<file path="src/rtl/ordwb_pkg.sv">
package ordwb_pkg;

  localparam int ADDR_W   = 32;
  localparam int N_BOUND  = 6;
  localparam int N_REGION = N_BOUND + 1;

  typedef enum logic [1:0] {
    MT_NORMAL = 2'd0,
    MT_DEVICE = 2'd1,
    MT_STRONG = 2'd2
  } mem_kind_e;

  typedef enum logic [1:0] {
    MP_IDLE = 2'd0,
    MP_REQ  = 2'd1,
    MP_RESP = 2'd2
  } mport_state_e;

  // region index r occupies bits [2r+1:2r]
  localparam logic [2*N_REGION-1:0] DEFAULT_KINDS = {
    MT_DEVICE,  // 6 vendor space
    MT_STRONG,  // 5 private peripheral window
    MT_DEVICE,  // 4 external device
    MT_NORMAL,  // 3 external RAM
    MT_DEVICE,  // 2 peripheral
    MT_NORMAL,  // 1 SRAM
    MT_NORMAL   // 0 code
  };

  function automatic logic [ADDR_W-1:0] bound_at(input int idx);
    case (idx)
      0:       bound_at = 32'h2000_0000;
      1:       bound_at = 32'h4000_0000;
      2:       bound_at = 32'h6000_0000;
      3:       bound_at = 32'hA000_0000;
      4:       bound_at = 32'hE000_0000;
      5:       bound_at = 32'hE010_0000;
      default: bound_at = 32'hFFFF_FFFF;
    endcase
  endfunction

  function automatic logic same_word(input logic [ADDR_W-1:0] a,
                                     input logic [ADDR_W-1:0] b);
    same_word = (a[ADDR_W-1:2] == b[ADDR_W-1:2]);
  endfunction

endpackage

</file>
<file path="src/rtl/ordwb_classify.sv">
module ordwb_classify
  import ordwb_pkg::*;
#(
  parameter logic [2*N_REGION-1:0] KINDS = DEFAULT_KINDS
) (
  input  logic [ADDR_W-1:0] addr,
  output mem_kind_e         kind
);

  logic [N_BOUND-1:0] above;
  logic [2:0]         ridx;

  for (genvar gi = 0; gi < N_BOUND; gi++) begin : g_bound
    assign above[gi] = (addr >= bound_at(gi));
  end

  always_comb begin
    ridx = '0;
    for (int i = 0; i < N_BOUND; i++) begin
      ridx = ridx + {2'b00, above[i]};
    end
  end

  assign kind = mem_kind_e'(KINDS[{ridx, 1'b0} +: 2]);

endmodule

</file>
<file path="src/rtl/ordwb_wfifo.sv">
module ordwb_wfifo
  import ordwb_pkg::*;
#(
  parameter int DEPTH  = 4,
  parameter int DATA_W = 32,
  localparam int PW = (DEPTH > 1) ? $clog2(DEPTH) : 1,
  localparam int CW = PW + 1
) (
  input  logic              clk,
  input  logic              rst_n,
  input  logic              push,
  input  logic [ADDR_W-1:0] push_addr,
  input  logic [DATA_W-1:0] push_data,
  input  logic              push_dev,
  input  logic              pop,
  output logic [ADDR_W-1:0] head_addr,
  output logic [DATA_W-1:0] head_data,
  input  logic [ADDR_W-1:0] probe_addr,
  output logic              probe_hit,
  output logic [DATA_W-1:0] probe_data,
  output logic [CW-1:0]     count,
  output logic [CW-1:0]     dev_count,
  output logic              full,
  output logic              empty
);

  logic [ADDR_W-1:0] s_addr [DEPTH];
  logic [DATA_W-1:0] s_data [DEPTH];
  logic [DEPTH-1:0]  s_dev;
  logic [PW-1:0]     rd_ptr, wr_ptr;

  logic [CW-1:0]     slot_age [DEPTH];
  logic [DEPTH-1:0]  slot_live, slot_hit, slot_devl;

  function automatic logic [PW-1:0] bump(input logic [PW-1:0] p);
    bump = (p == PW'(DEPTH - 1)) ? '0 : p + 1'b1;
  endfunction

  for (genvar s = 0; s < DEPTH; s++) begin : g_slot
    assign slot_age[s]  = ({1'b0, rd_ptr} > CW'(s))
                        ? (CW'(s) + CW'(DEPTH) - {1'b0, rd_ptr})
                        : (CW'(s) - {1'b0, rd_ptr});
    assign slot_live[s] = (slot_age[s] < count);
    assign slot_hit[s]  = slot_live[s] && same_word(s_addr[s], probe_addr);
    assign slot_devl[s] = slot_live[s] && s_dev[s];
  end

  always_comb begin
    logic [CW-1:0] best;
    best       = '0;
    probe_hit  = 1'b0;
    probe_data = '0;
    for (int s = 0; s < DEPTH; s++) begin
      if (slot_hit[s] && (!probe_hit || slot_age[s] > best)) begin
        probe_hit  = 1'b1;
        best       = slot_age[s];
        probe_data = s_data[s];
      end
    end
  end

  always_comb begin
    dev_count = '0;
    for (int s = 0; s < DEPTH; s++) begin
      dev_count = dev_count + {{(CW-1){1'b0}}, slot_devl[s]};
    end
  end

  assign head_addr = s_addr[rd_ptr];
  assign head_data = s_data[rd_ptr];
  assign full      = (count == CW'(DEPTH));
  assign empty     = (count == '0);

  always_ff @(posedge clk) begin
    if (push) begin
      s_addr[wr_ptr] <= push_addr;
      s_data[wr_ptr] <= push_data;
    end
  end

  always_ff @(posedge clk or negedge rst_n) begin
    if (!rst_n) begin
      rd_ptr <= '0;
      wr_ptr <= '0;
      count  <= '0;
      s_dev  <= '0;
    end else begin
      if (push) begin
        wr_ptr         <= bump(wr_ptr);
        s_dev[wr_ptr]  <= push_dev;
      end
      if (pop) begin
        rd_ptr <= bump(rd_ptr);
      end
      count <= count + {{(CW-1){1'b0}}, push} - {{(CW-1){1'b0}}, pop};
    end
  end

endmodule

</file>
<file path="src/rtl/ordwb_mport.sv">
module ordwb_mport
  import ordwb_pkg::*;
#(
  parameter int DATA_W = 32
) (
  input  logic              clk,
  input  logic              rst_n,
  input  logic              launch,
  input  logic              l_write,
  input  logic [ADDR_W-1:0] l_addr,
  input  logic [DATA_W-1:0] l_data,
  output logic              idle,
  output logic              done_pulse,
  output logic              mem_valid,
  input  logic              mem_ready,
  output logic              mem_write,
  output logic [ADDR_W-1:0] mem_addr,
  output logic [DATA_W-1:0] mem_wdata,
  input  logic              mem_done
);

  mport_state_e state;

  always_ff @(posedge clk or negedge rst_n) begin
    if (!rst_n) begin
      state     <= MP_IDLE;
      mem_write <= 1'b0;
      mem_addr  <= '0;
      mem_wdata <= '0;
    end else begin
      unique case (state)
        MP_IDLE: if (launch) begin
          state     <= MP_REQ;
          mem_write <= l_write;
          mem_addr  <= l_addr;
          mem_wdata <= l_data;
        end
        MP_REQ:  if (mem_ready) state <= MP_RESP;
        MP_RESP: if (mem_done)  state <= MP_IDLE;
        default: state <= MP_IDLE;
      endcase
    end
  end

  assign mem_valid  = (state == MP_REQ);
  assign idle       = (state == MP_IDLE);
  assign done_pulse = (state == MP_RESP) && mem_done;

endmodule

</file>
<file path="src/rtl/ordwb_top.sv">
module ordwb_top
  import ordwb_pkg::*;
#(
  parameter int                    DATA_W       = 32,
  parameter int                    FIFO_DEPTH   = 4,
  parameter logic [2*N_REGION-1:0] REGION_KINDS = DEFAULT_KINDS,
  localparam int FPW = (FIFO_DEPTH > 1) ? $clog2(FIFO_DEPTH) : 1,
  localparam int FCW = FPW + 1
) (
  input  logic              clk,
  input  logic              rst_n,
  input  logic              req_valid,
  output logic              req_ready,
  input  logic              req_write,
  input  logic [31:0]       req_addr,
  input  logic [DATA_W-1:0] req_wdata,
  output logic              rsp_valid,
  output logic [DATA_W-1:0] rsp_rdata,
  output logic              mem_valid,
  input  logic              mem_ready,
  output logic              mem_write,
  output logic [31:0]       mem_addr,
  output logic [DATA_W-1:0] mem_wdata,
  input  logic              mem_done,
  input  logic [DATA_W-1:0] mem_rdata
);

  mem_kind_e req_kind;

  ordwb_classify #(.KINDS(REGION_KINDS)) u_cls (
    .addr (req_addr),
    .kind (req_kind)
  );

  // named internal events
  logic              accept, posted_wr, fwd_read, push, pop;
  logic              fifo_full, fifo_empty, probe_hit;
  logic [FCW-1:0]    fifo_count, dev_count;
  logic [31:0]       head_addr;
  logic [DATA_W-1:0] head_data, probe_data;
  logic              op_gate_ok, dir_launch, drain_launch, mp_launch;
  logic              so_launch, dev_rd_launch;
  logic              mp_idle, done_pulse;

  // single outstanding non-posted access
  logic              op_busy, op_issued, op_write, owner_dir;
  logic [31:0]       op_addr;
  logic [DATA_W-1:0] op_data;
  mem_kind_e         op_kind;

  assign posted_wr = req_write && (req_kind != MT_STRONG);
  assign fwd_read  = !req_write && (req_kind == MT_NORMAL) && probe_hit;
  assign req_ready = !op_busy && !(posted_wr && fifo_full);
  assign accept    = req_valid && req_ready;
  assign push      = accept && posted_wr;

  ordwb_wfifo #(.DEPTH(FIFO_DEPTH), .DATA_W(DATA_W)) u_fifo (
    .clk        (clk),
    .rst_n      (rst_n),
    .push       (push),
    .push_addr  (req_addr),
    .push_data  (req_wdata),
    .push_dev   (req_kind == MT_DEVICE),
    .pop        (pop),
    .head_addr  (head_addr),
    .head_data  (head_data),
    .probe_addr (req_addr),
    .probe_hit  (probe_hit),
    .probe_data (probe_data),
    .count      (fifo_count),
    .dev_count  (dev_count),
    .full       (fifo_full),
    .empty      (fifo_empty)
  );

  always_comb begin
    unique case (op_kind)
      MT_STRONG: op_gate_ok = fifo_empty;
      MT_DEVICE: op_gate_ok = (dev_count == '0);
      default:   op_gate_ok = 1'b1;
    endcase
  end

  assign dir_launch    = op_busy && !op_issued && op_gate_ok && mp_idle;
  assign drain_launch  = mp_idle && !fifo_empty && !dir_launch;
  assign mp_launch     = dir_launch || drain_launch;
  assign so_launch     = dir_launch && (op_kind == MT_STRONG);
  assign dev_rd_launch = dir_launch && (op_kind == MT_DEVICE) && !op_write;
  assign pop           = done_pulse && !owner_dir;

  ordwb_mport #(.DATA_W(DATA_W)) u_mport (
    .clk        (clk),
    .rst_n      (rst_n),
    .launch     (mp_launch),
    .l_write    (dir_launch ? op_write : 1'b1),
    .l_addr     (dir_launch ? op_addr  : head_addr),
    .l_data     (dir_launch ? op_data  : head_data),
    .idle       (mp_idle),
    .done_pulse (done_pulse),
    .mem_valid  (mem_valid),
    .mem_ready  (mem_ready),
    .mem_write  (mem_write),
    .mem_addr   (mem_addr),
    .mem_wdata  (mem_wdata),
    .mem_done   (mem_done)
  );

  always_ff @(posedge clk or negedge rst_n) begin
    if (!rst_n) begin
      op_busy   <= 1'b0;
      op_issued <= 1'b0;
      op_write  <= 1'b0;
      op_addr   <= '0;
      op_data   <= '0;
      op_kind   <= MT_NORMAL;
      owner_dir <= 1'b0;
      rsp_valid <= 1'b0;
      rsp_rdata <= '0;
    end else begin
      rsp_valid <= 1'b0;
      if (accept) begin
        if (posted_wr) begin
          rsp_valid <= 1'b1;
          rsp_rdata <= '0;
        end else if (fwd_read) begin
          rsp_valid <= 1'b1;
          rsp_rdata <= probe_data;
        end else begin
          op_busy   <= 1'b1;
          op_issued <= 1'b0;
          op_write  <= req_write;
          op_addr   <= req_addr;
          op_data   <= req_wdata;
          op_kind   <= req_kind;
        end
      end
      if (dir_launch) op_issued <= 1'b1;
      if (mp_launch)  owner_dir <= dir_launch;
      if (done_pulse && owner_dir) begin
        op_busy   <= 1'b0;
        rsp_valid <= 1'b1;
        rsp_rdata <= op_write ? '0 : mem_rdata;
      end
    end
  end

endmodule

</file>
<file path="config.mk">
export PLATFORM = sky130hd
export DESIGN_NAME = ordwb_top
export DESIGN_NICKNAME = d
export VERILOG_FILES = /design/src/rtl/ordwb_pkg.sv /design/src/rtl/ordwb_classify.sv /design/src/rtl/ordwb_wfifo.sv /design/src/rtl/ordwb_mport.sv /design/src/rtl/ordwb_top.sv
export SDC_FILE = /design/constraint.sdc
export NUM_CORES = 1
export LEC_CHECK = 0
export BUFFER_PORTS_ARGS = -buffer_cell sky130_fd_sc_hd__buf_2
export CORE_MARGIN = 2
export CORE_UTILIZATION = 59
export CTS_CLUSTER_DIAMETER = 50
export DETAILED_ROUTE_END_ITERATION = 8
export GPL_ROUTABILITY_DRIVEN = 0
export HOLD_SLACK_MARGIN = 0.02
export PLACE_DENSITY_LB_ADDON = 0.2
export SYNTH_ARGS = -nofsm -noshare
export SYNTH_HDL_FRONTEND = slang
export SYNTH_SLANG_ARGS = --single-unit
</file>
<file path="constraint.sdc">
create_clock -name clk -period 6.98 [get_ports clk]
set_clock_uncertainty 0.2 [all_clocks]
set_input_delay 1.047 -clock clk [delete_from_list [all_inputs] [get_ports clk]]
set_output_delay 1.047 -clock clk [all_outputs]
set_load 0.01 [all_outputs]
</file>
# Word level (Yosys, flattened, before mapping)
# Memories as Yosys holds them, arrays and structs flattened.
# Cells that the tools add are included.
dict set report totals {
  reg_bits 181
  output_inout_bits 100
  mem_count 2
  in_bits 102
  ram_bits 256
  wordCells 179
}
# name depth width read_ports rd_clocked_by_memory_dff write_ports line
set mem_list {}
lappend mem_list {u_fifo.s_addr 4 32 5 0 1 ordwb_wfifo.sv:27} ;# logic [ADDR_W-1:0] s_addr [DEPTH];
lappend mem_list {u_fifo.s_data 4 32 5 0 1 ordwb_wfifo.sv:28} ;# logic [DATA_W-1:0] s_data [DEPTH];
dict set report op_classes {
  muxes 46
  order_cmp 18
  n_eq_ne 20
  reduce_logical 54
  n_addsub 19
  bitwise_logic 2
  n_shift 1
}
# operator count
set ops {}
lappend ops {{$mux 32} 11}
lappend ops {{$eq 30x30->1} 4}
lappend ops {{$ge 32x32->1 const B} 3}
lappend ops {{$ge 32x31->1 const B} 2}
lappend ops {{$ge 32x30->1 const B} 1}
lappend ops {{$logic_and 1x1->1} 27}
lappend ops {{$add 3x1->3} 7}
lappend ops {{$mux 1} 20}
lappend ops {{$mux 3} 6}
lappend ops {{$shiftx 14x5->2 const A} 1}
lappend ops {{$lt 3x3->1} 4}
lappend ops {{$reduce_and 3->1} 4}
lappend ops {{$logic_not 1->1} 10}
lappend ops {{$mux 2} 5}
lappend ops {{$ne 2x1->1 const B} 5}
lappend ops {{$gt 3x3->1} 3}
lappend ops {{$sub 3x2->3 const A} 3}
lappend ops {{$eq 2x2->1 const B} 4}
lappend ops {{$eq 2x1->1 const B} 3}
lappend ops {{$logic_not 3->1} 2}
lappend ops {{$ne 2x2->1 const B} 3}
lappend ops {{$pmux 2 s3} 1}
lappend ops {{$sub 1x2->3 const A} 2}
lappend ops {{$sub 2x2->3 const A} 2}
lappend ops {{other kinds (17)} 27}

# Logic depth before layout (Yosys ltp)
dict set report depth {
  ltp_word 22
  mapped_depth 27
  mapped_depth_nobuf 23
}

# Hierarchy
# Synthesis repeated with hierarchy kept, for this count alone.
dict set report unflattened {
  cells_unflattened 1258
  hier_area_um2 20387.1
}
# mod seq_area_each_um2 instances cells_each area_per_inst_um2
set modules_own_cells {}
lappend modules_own_cells {ordwb_wfifo 7962.6 1 739 12675.9}
lappend modules_own_cells {ordwb_top 2577.5 1 351 5023.6}
lappend modules_own_cells {ordwb_mport 1676.6 1 148 2533.7}
lappend modules_own_cells {ordwb_classify 0.0 1 20 153.9}

# Least setup slack after synthesis
# OpenSTA, ideal clock, no wires.
dict set report synth_path {
  kind {input-to-reg}
  startpoint {input port req_addr[29]}
  endpoint {register u_fifo.s_dev[0]}
  arrival_ps 6514
  path_slack_ps 138
  required_time_ps 6652
  path_stages 15
  path_buffers 2
  setup_time_ps 128
  path_cell_list {buf_4 -> or3_1 -> ha_1 -> inv_1 -> fa_1 -> fa_1 -> inv_1 -> fa_1 -> nor3b_1 -> nor2b_1 -> a41oi_1 -> and3_1 -> clkbuf_1 -> and2_1 -> mux2_2}
}
dict set report synth_via {
  elab_chain_len 14
  word_cells_on_any_way 21
  cone_classes {5 x add/sub; 6 x order compare; 2 x eq/ne; 1 x shift; 1 x mux; 6 x reduce/logical}
}
# item line
set synth_rtl {}
lappend synth_rtl {{start, declared} ordwb_top.sv:15} ;# input logic [31:0] req_addr,
lappend synth_rtl {{$ge 32x30->1 or $ge 32x31->1 (tied branches)} ordwb_classify.sv:14} ;# assign above[gi] = (addr >= bound_at(gi));
lappend synth_rtl {{$add 1x1->2} ordwb_classify.sv:20} ;# ridx = ridx + {2'b00, above[i]};
lappend synth_rtl {{$add 3x1->3 (3 in series)} ordwb_classify.sv:20}
lappend synth_rtl {{$add 3x1->3 *} ordwb_classify.sv:20}
lappend synth_rtl {{$shiftx 14x5->2 *} ordwb_classify.sv:24} ;# assign kind = mem_kind_e'(KINDS[{ridx, 1'b0} +: 2]);
lappend synth_rtl {{$ne 2x2->1 *} ordwb_top.sv:51} ;# assign posted_wr = req_write && (req_kind != MT_STRONG);
lappend synth_rtl {{$logic_and 1x1->1 *} ordwb_top.sv:51}
lappend synth_rtl {{$logic_and 1x1->1 *} ordwb_top.sv:53} ;# assign req_ready = !op_busy && !(posted_wr && fifo_full);
lappend synth_rtl {{$logic_not 1->1 *} ordwb_top.sv:53}
lappend synth_rtl {{$logic_and 1x1->1 *} ordwb_top.sv:53}
lappend synth_rtl {{named net req_ready} ordwb_top.sv:13} ;# output logic req_ready,
lappend synth_rtl {{$logic_and 1x1->1 *} ordwb_top.sv:54} ;# assign accept = req_valid && req_ready;
lappend synth_rtl {{$logic_and 1x1->1 *} ordwb_top.sv:55} ;# assign push = accept && posted_wr;
lappend synth_rtl {{named net push} ordwb_top.sv:36} ;# logic accept, posted_wr, fwd_read, push, pop;
lappend synth_rtl {{end signal, assigned by index} ordwb_wfifo.sv:90} ;# s_dev[wr_ptr] <= push_dev;
lappend synth_rtl {{end, declared} ordwb_wfifo.sv:29} ;# logic [DEPTH-1:0] s_dev;
# The timed path passes the listed nets; every way through them passes the cells marked *.
# A chain may end at the register's enable or synchronous reset.

# Worst setup path after layout
dict set report layout_path {
  startpoint {input port req_addr[29]}
  endpoint {output port req_ready}
}
dict set report layout_via {
  elab_chain_len 12
  word_cells_on_any_way 17
  cone_classes {5 x add/sub; 6 x order compare; 1 x eq/ne; 1 x shift; 4 x reduce/logical}
}
# item line
set layout_rtl {}
lappend layout_rtl {{$ge 32x30->1 or $ge 32x31->1 (tied branches)} ordwb_classify.sv:14}
lappend layout_rtl {{$add 1x1->2} ordwb_classify.sv:20}
lappend layout_rtl {{$add 3x1->3 (3 in series)} ordwb_classify.sv:20}
lappend layout_rtl {{$add 3x1->3 *} ordwb_classify.sv:20}
lappend layout_rtl {{$shiftx 14x5->2 *} ordwb_classify.sv:24}
lappend layout_rtl {{$ne 2x2->1 *} ordwb_top.sv:51}
lappend layout_rtl {{$logic_and 1x1->1 *} ordwb_top.sv:51}
lappend layout_rtl {{$logic_and 1x1->1 *} ordwb_top.sv:53}
lappend layout_rtl {{$logic_not 1->1 *} ordwb_top.sv:53}
lappend layout_rtl {{$logic_and 1x1->1 *} ordwb_top.sv:53}
lappend layout_rtl {{end, declared} ordwb_top.sv:13}
# Every way passes the cells marked *; elsewhere a longest branch is shown, timed or not.

==> metrics.yaml <==
tritoncts: "done"
yosys-top-cells-area: "edfxtp_1, dfrtp_1, mux4_2"
tns_ps: 0
status: "finished clean"
synthDistinctLibCells: 57
final_cell_mix: "edfxtp_1, buf_2, dfrtp_1"
whs_ps: 260.8
ys_seq_area_share_pct: 61.25
cts_buffer_depth: 3
track_usage_pct: 27.39
post-route-period-util_pct: 81.86
syn_inst: 1370
num_rows: 67
synth_nets: 1498
grt_pass1_wl_mm: 73.46
via_per_inst: 6.092
maxCapViolations: 0
core_area_mm2: 0.03345
ctsRootBufferMaster: "clkbuf_16"
ys_ff_latch: 437
grt_setup_unrepaired: "no"
vias: 12360
cts_max_level: 2
required_ps: 5730
wl_mm: 47.40
start_util_pct: 59.63
clk_pin_slew_worst_paths_ps: 60
fillers: 2298
dr.pass1.iters: 5
r2r_end: "rsp_rdata[5]$_DFFE_PN0P_"
wl_per_cell_um: 23.36
multiInputGateArea_mm2: 0.007062
r2r-start: "u_fifo.rd_ptr[0]$_DFFE_PN0P_"
slew_headroom_pct: 27.26
chipWidth_um: 187.9
synth_edf_count: 256
crit_end: "req_ready"
io_buffer_count: 201
period_needed_ps: 5713
grt_max_degree: 78
finalHoldViolations: 0
ant_nets: 0
grt_pass1_vias: 12490
cts.sinks: 437
dp_hpwl_mm: 30.61
clk_latency_ps: 560
ys.flop_type: "edfxtp_1"
power_density_mw_per_mm2: 332.5
drt-initial-drc-count: 1201
cts_setup_buffers: 0
worstPathMaxFanout: 13
worst_r2r_path_depth: 21
die-area_mm2: 0.03529
area_growth_pct: 14.65
ir_drop_v: 0.0002366
start_kind: "primary input"
cts_resized: 0
hp-class: "primary input to async pin"
synth-async-reset-ratio_pct: 41.42
final_common_cell: "edfxtp_1"
setup_viol: 0
maxSlewViolCount: 0
syn_area_per_cell_um2: 14.56
cts_buffers: 47
grt-ovfl-total: 0
register_area_mm2: 0.01222
fmax_mhz: 175.0
yosysWarnings: 0
antenna_found_initial: 3
synth.top_cell.area_share_pct: 38.54
synth_area_leader_cell: "edfxtp_1"
ctsHoldBuffers: 0
drcViolationCount: 0
startpoint: "req_addr[29]"
worstSetupPathType: "primary input to primary output"
io_pins: 202
die_h_um: 187.9
syn_area_mm2: 0.01994
p_leak_nw: 9.232
finalNetCount: 1666
reg2reg_slack_ps: 1340
end_kind: "primary output"
worst_pin_slew_ps: 1091
worst_ep_arrival_time_ps: 4470
drive_gt1_share_pct: 28.60
per-stage QoR:
stage	util, %	power, mW	cell area [um^2]	setup WS [ps]	instances
3_5_place_dp	63.60	5.158	21270	915.9	1937
4_1_cts	68.33	7.661	22860	1247	2025
2_1_floorplan	-	4.537	19940	138.2	1370
3_3_place_gp	63.60	5.110	21270	1043	1937
6_report	68.36	7.603	22870	1267	2029
5_1_grt	68.35	7.941	22860	1037	2028
cell usage after synthesis, types with 4 or more instances:
cell type,instances
a21oi_1,73
a22oi_1,32
and2_1,6
buf_1,6
buf_2,27
buf_4,15
clkbuf_1,50
dfrtp_1,181
edfxtp_1,256
fa_1,5
ha_1,21
inv_1,54
mux2_2,64
mux2_4,8
mux2i_1,98
mux4_2,64
nand2_1,22
nand3_1,34
nand4_1,19
nor2_1,76
nor3_1,6
nor4_1,15
nor4_2,4
o211ai_1,32
o21ai_0,9
o2bb2ai_1,32
xnor2_1,62
xor2_1,60
power breakdown:
| part | internal [mW] | switching (mW) | total [mW] |
|---|---|---|---|
| clock network | 1.50 | 1.00 | 2.51 |
| registers | 2.99 | 0.192 | 3.18 |
| logic | 0.919 | 0.995 | 1.91 |
| total | 5.41 | 2.19 | 7.60 |
critical path: stages:
cell,delay (ps)
buf_2,190
or3_1,400
ha_1,290
inv_1,50
fa_1,500
fa_1,430
inv_1,80
fa_1,460
nor3b_1,300
nor2b_1,140
a41oi_1,340
buf_2,230
cells by family after synthesis:
logic type | after synthesis | synth area share [%]
AO/OA/AOI/OAI | 191 | 6.437
XOR/XNOR | 122 | 5.358
multiplexers | 235 | 16.42
buffers and inverters | 156 | 3.557
adder cells (fa/ha/maj) | 26 | 1.819
AND/OR/NAND/NOR | 203 | 5.157
flip-flops | 437 | 61.25
flip-flops by register name, summed over array words and instances, names as in the netlist:
name               flops
u_fifo.s_addr        128
u_fifo.s_data        128
op_addr               32
op_data               32
rsp_rdata             32
u_mport.mem_addr      32
u_mport.mem_wdata     32
u_fifo.s_dev           4
u_fifo.count           3
op_kind                2
u_fifo.rd_ptr          2
u_fifo.wr_ptr          2
u_mport.state          2
op_busy                1
op_issued              1
op_write               1
owner_dir              1
rsp_valid              1
u_mport.mem_write      1
worst min path at each step:
stage	start	end	slack [ps]	cells after the start
6_report	rst_n	u_mport.mem_addr[1]$_DFFE_PN0P_	260	1
3_3_place_gp	op_issued$_DFFE_PN0P_	op_issued$_DFFE_PN0P_	260	2
5_1_grt	rst_n	op_addr[0]$_DFFE_PN0P_	280	1
2_1_floorplan	op_issued$_DFFE_PN0P_	op_issued$_DFFE_PN0P_	240	2
4_1_cts	rst_n	op_addr[0]$_DFFE_PN0P_	260	1
3_5_place_dp	op_issued$_DFFE_PN0P_	op_issued$_DFFE_PN0P_	270	2
layout make-up:
type / instances / share of cell area (%)
Antenna cell: 4 / 0.04378
Multi-Input combinational cell: 777 / 30.88
Tap cell: 448 / 2.451
Clock inverter: 19 / 0.9685
Timing Repair Buffer: 221 / 5.368
Inverter: 54 / 0.8865
Sequential cell: 437 / 53.45
Clock buffer: 69 / 5.948
routing by layer:
metal,vias to the layer above,routed length [um],global-route usage [%]
met3,80,3735,4.810
met4,0,1054,8.692
li1,5453,-,-
met1,6288,20170,39.91
met2,540,22440,42.66
met5,-,0,0
Power figures use the tool's default switching activity.
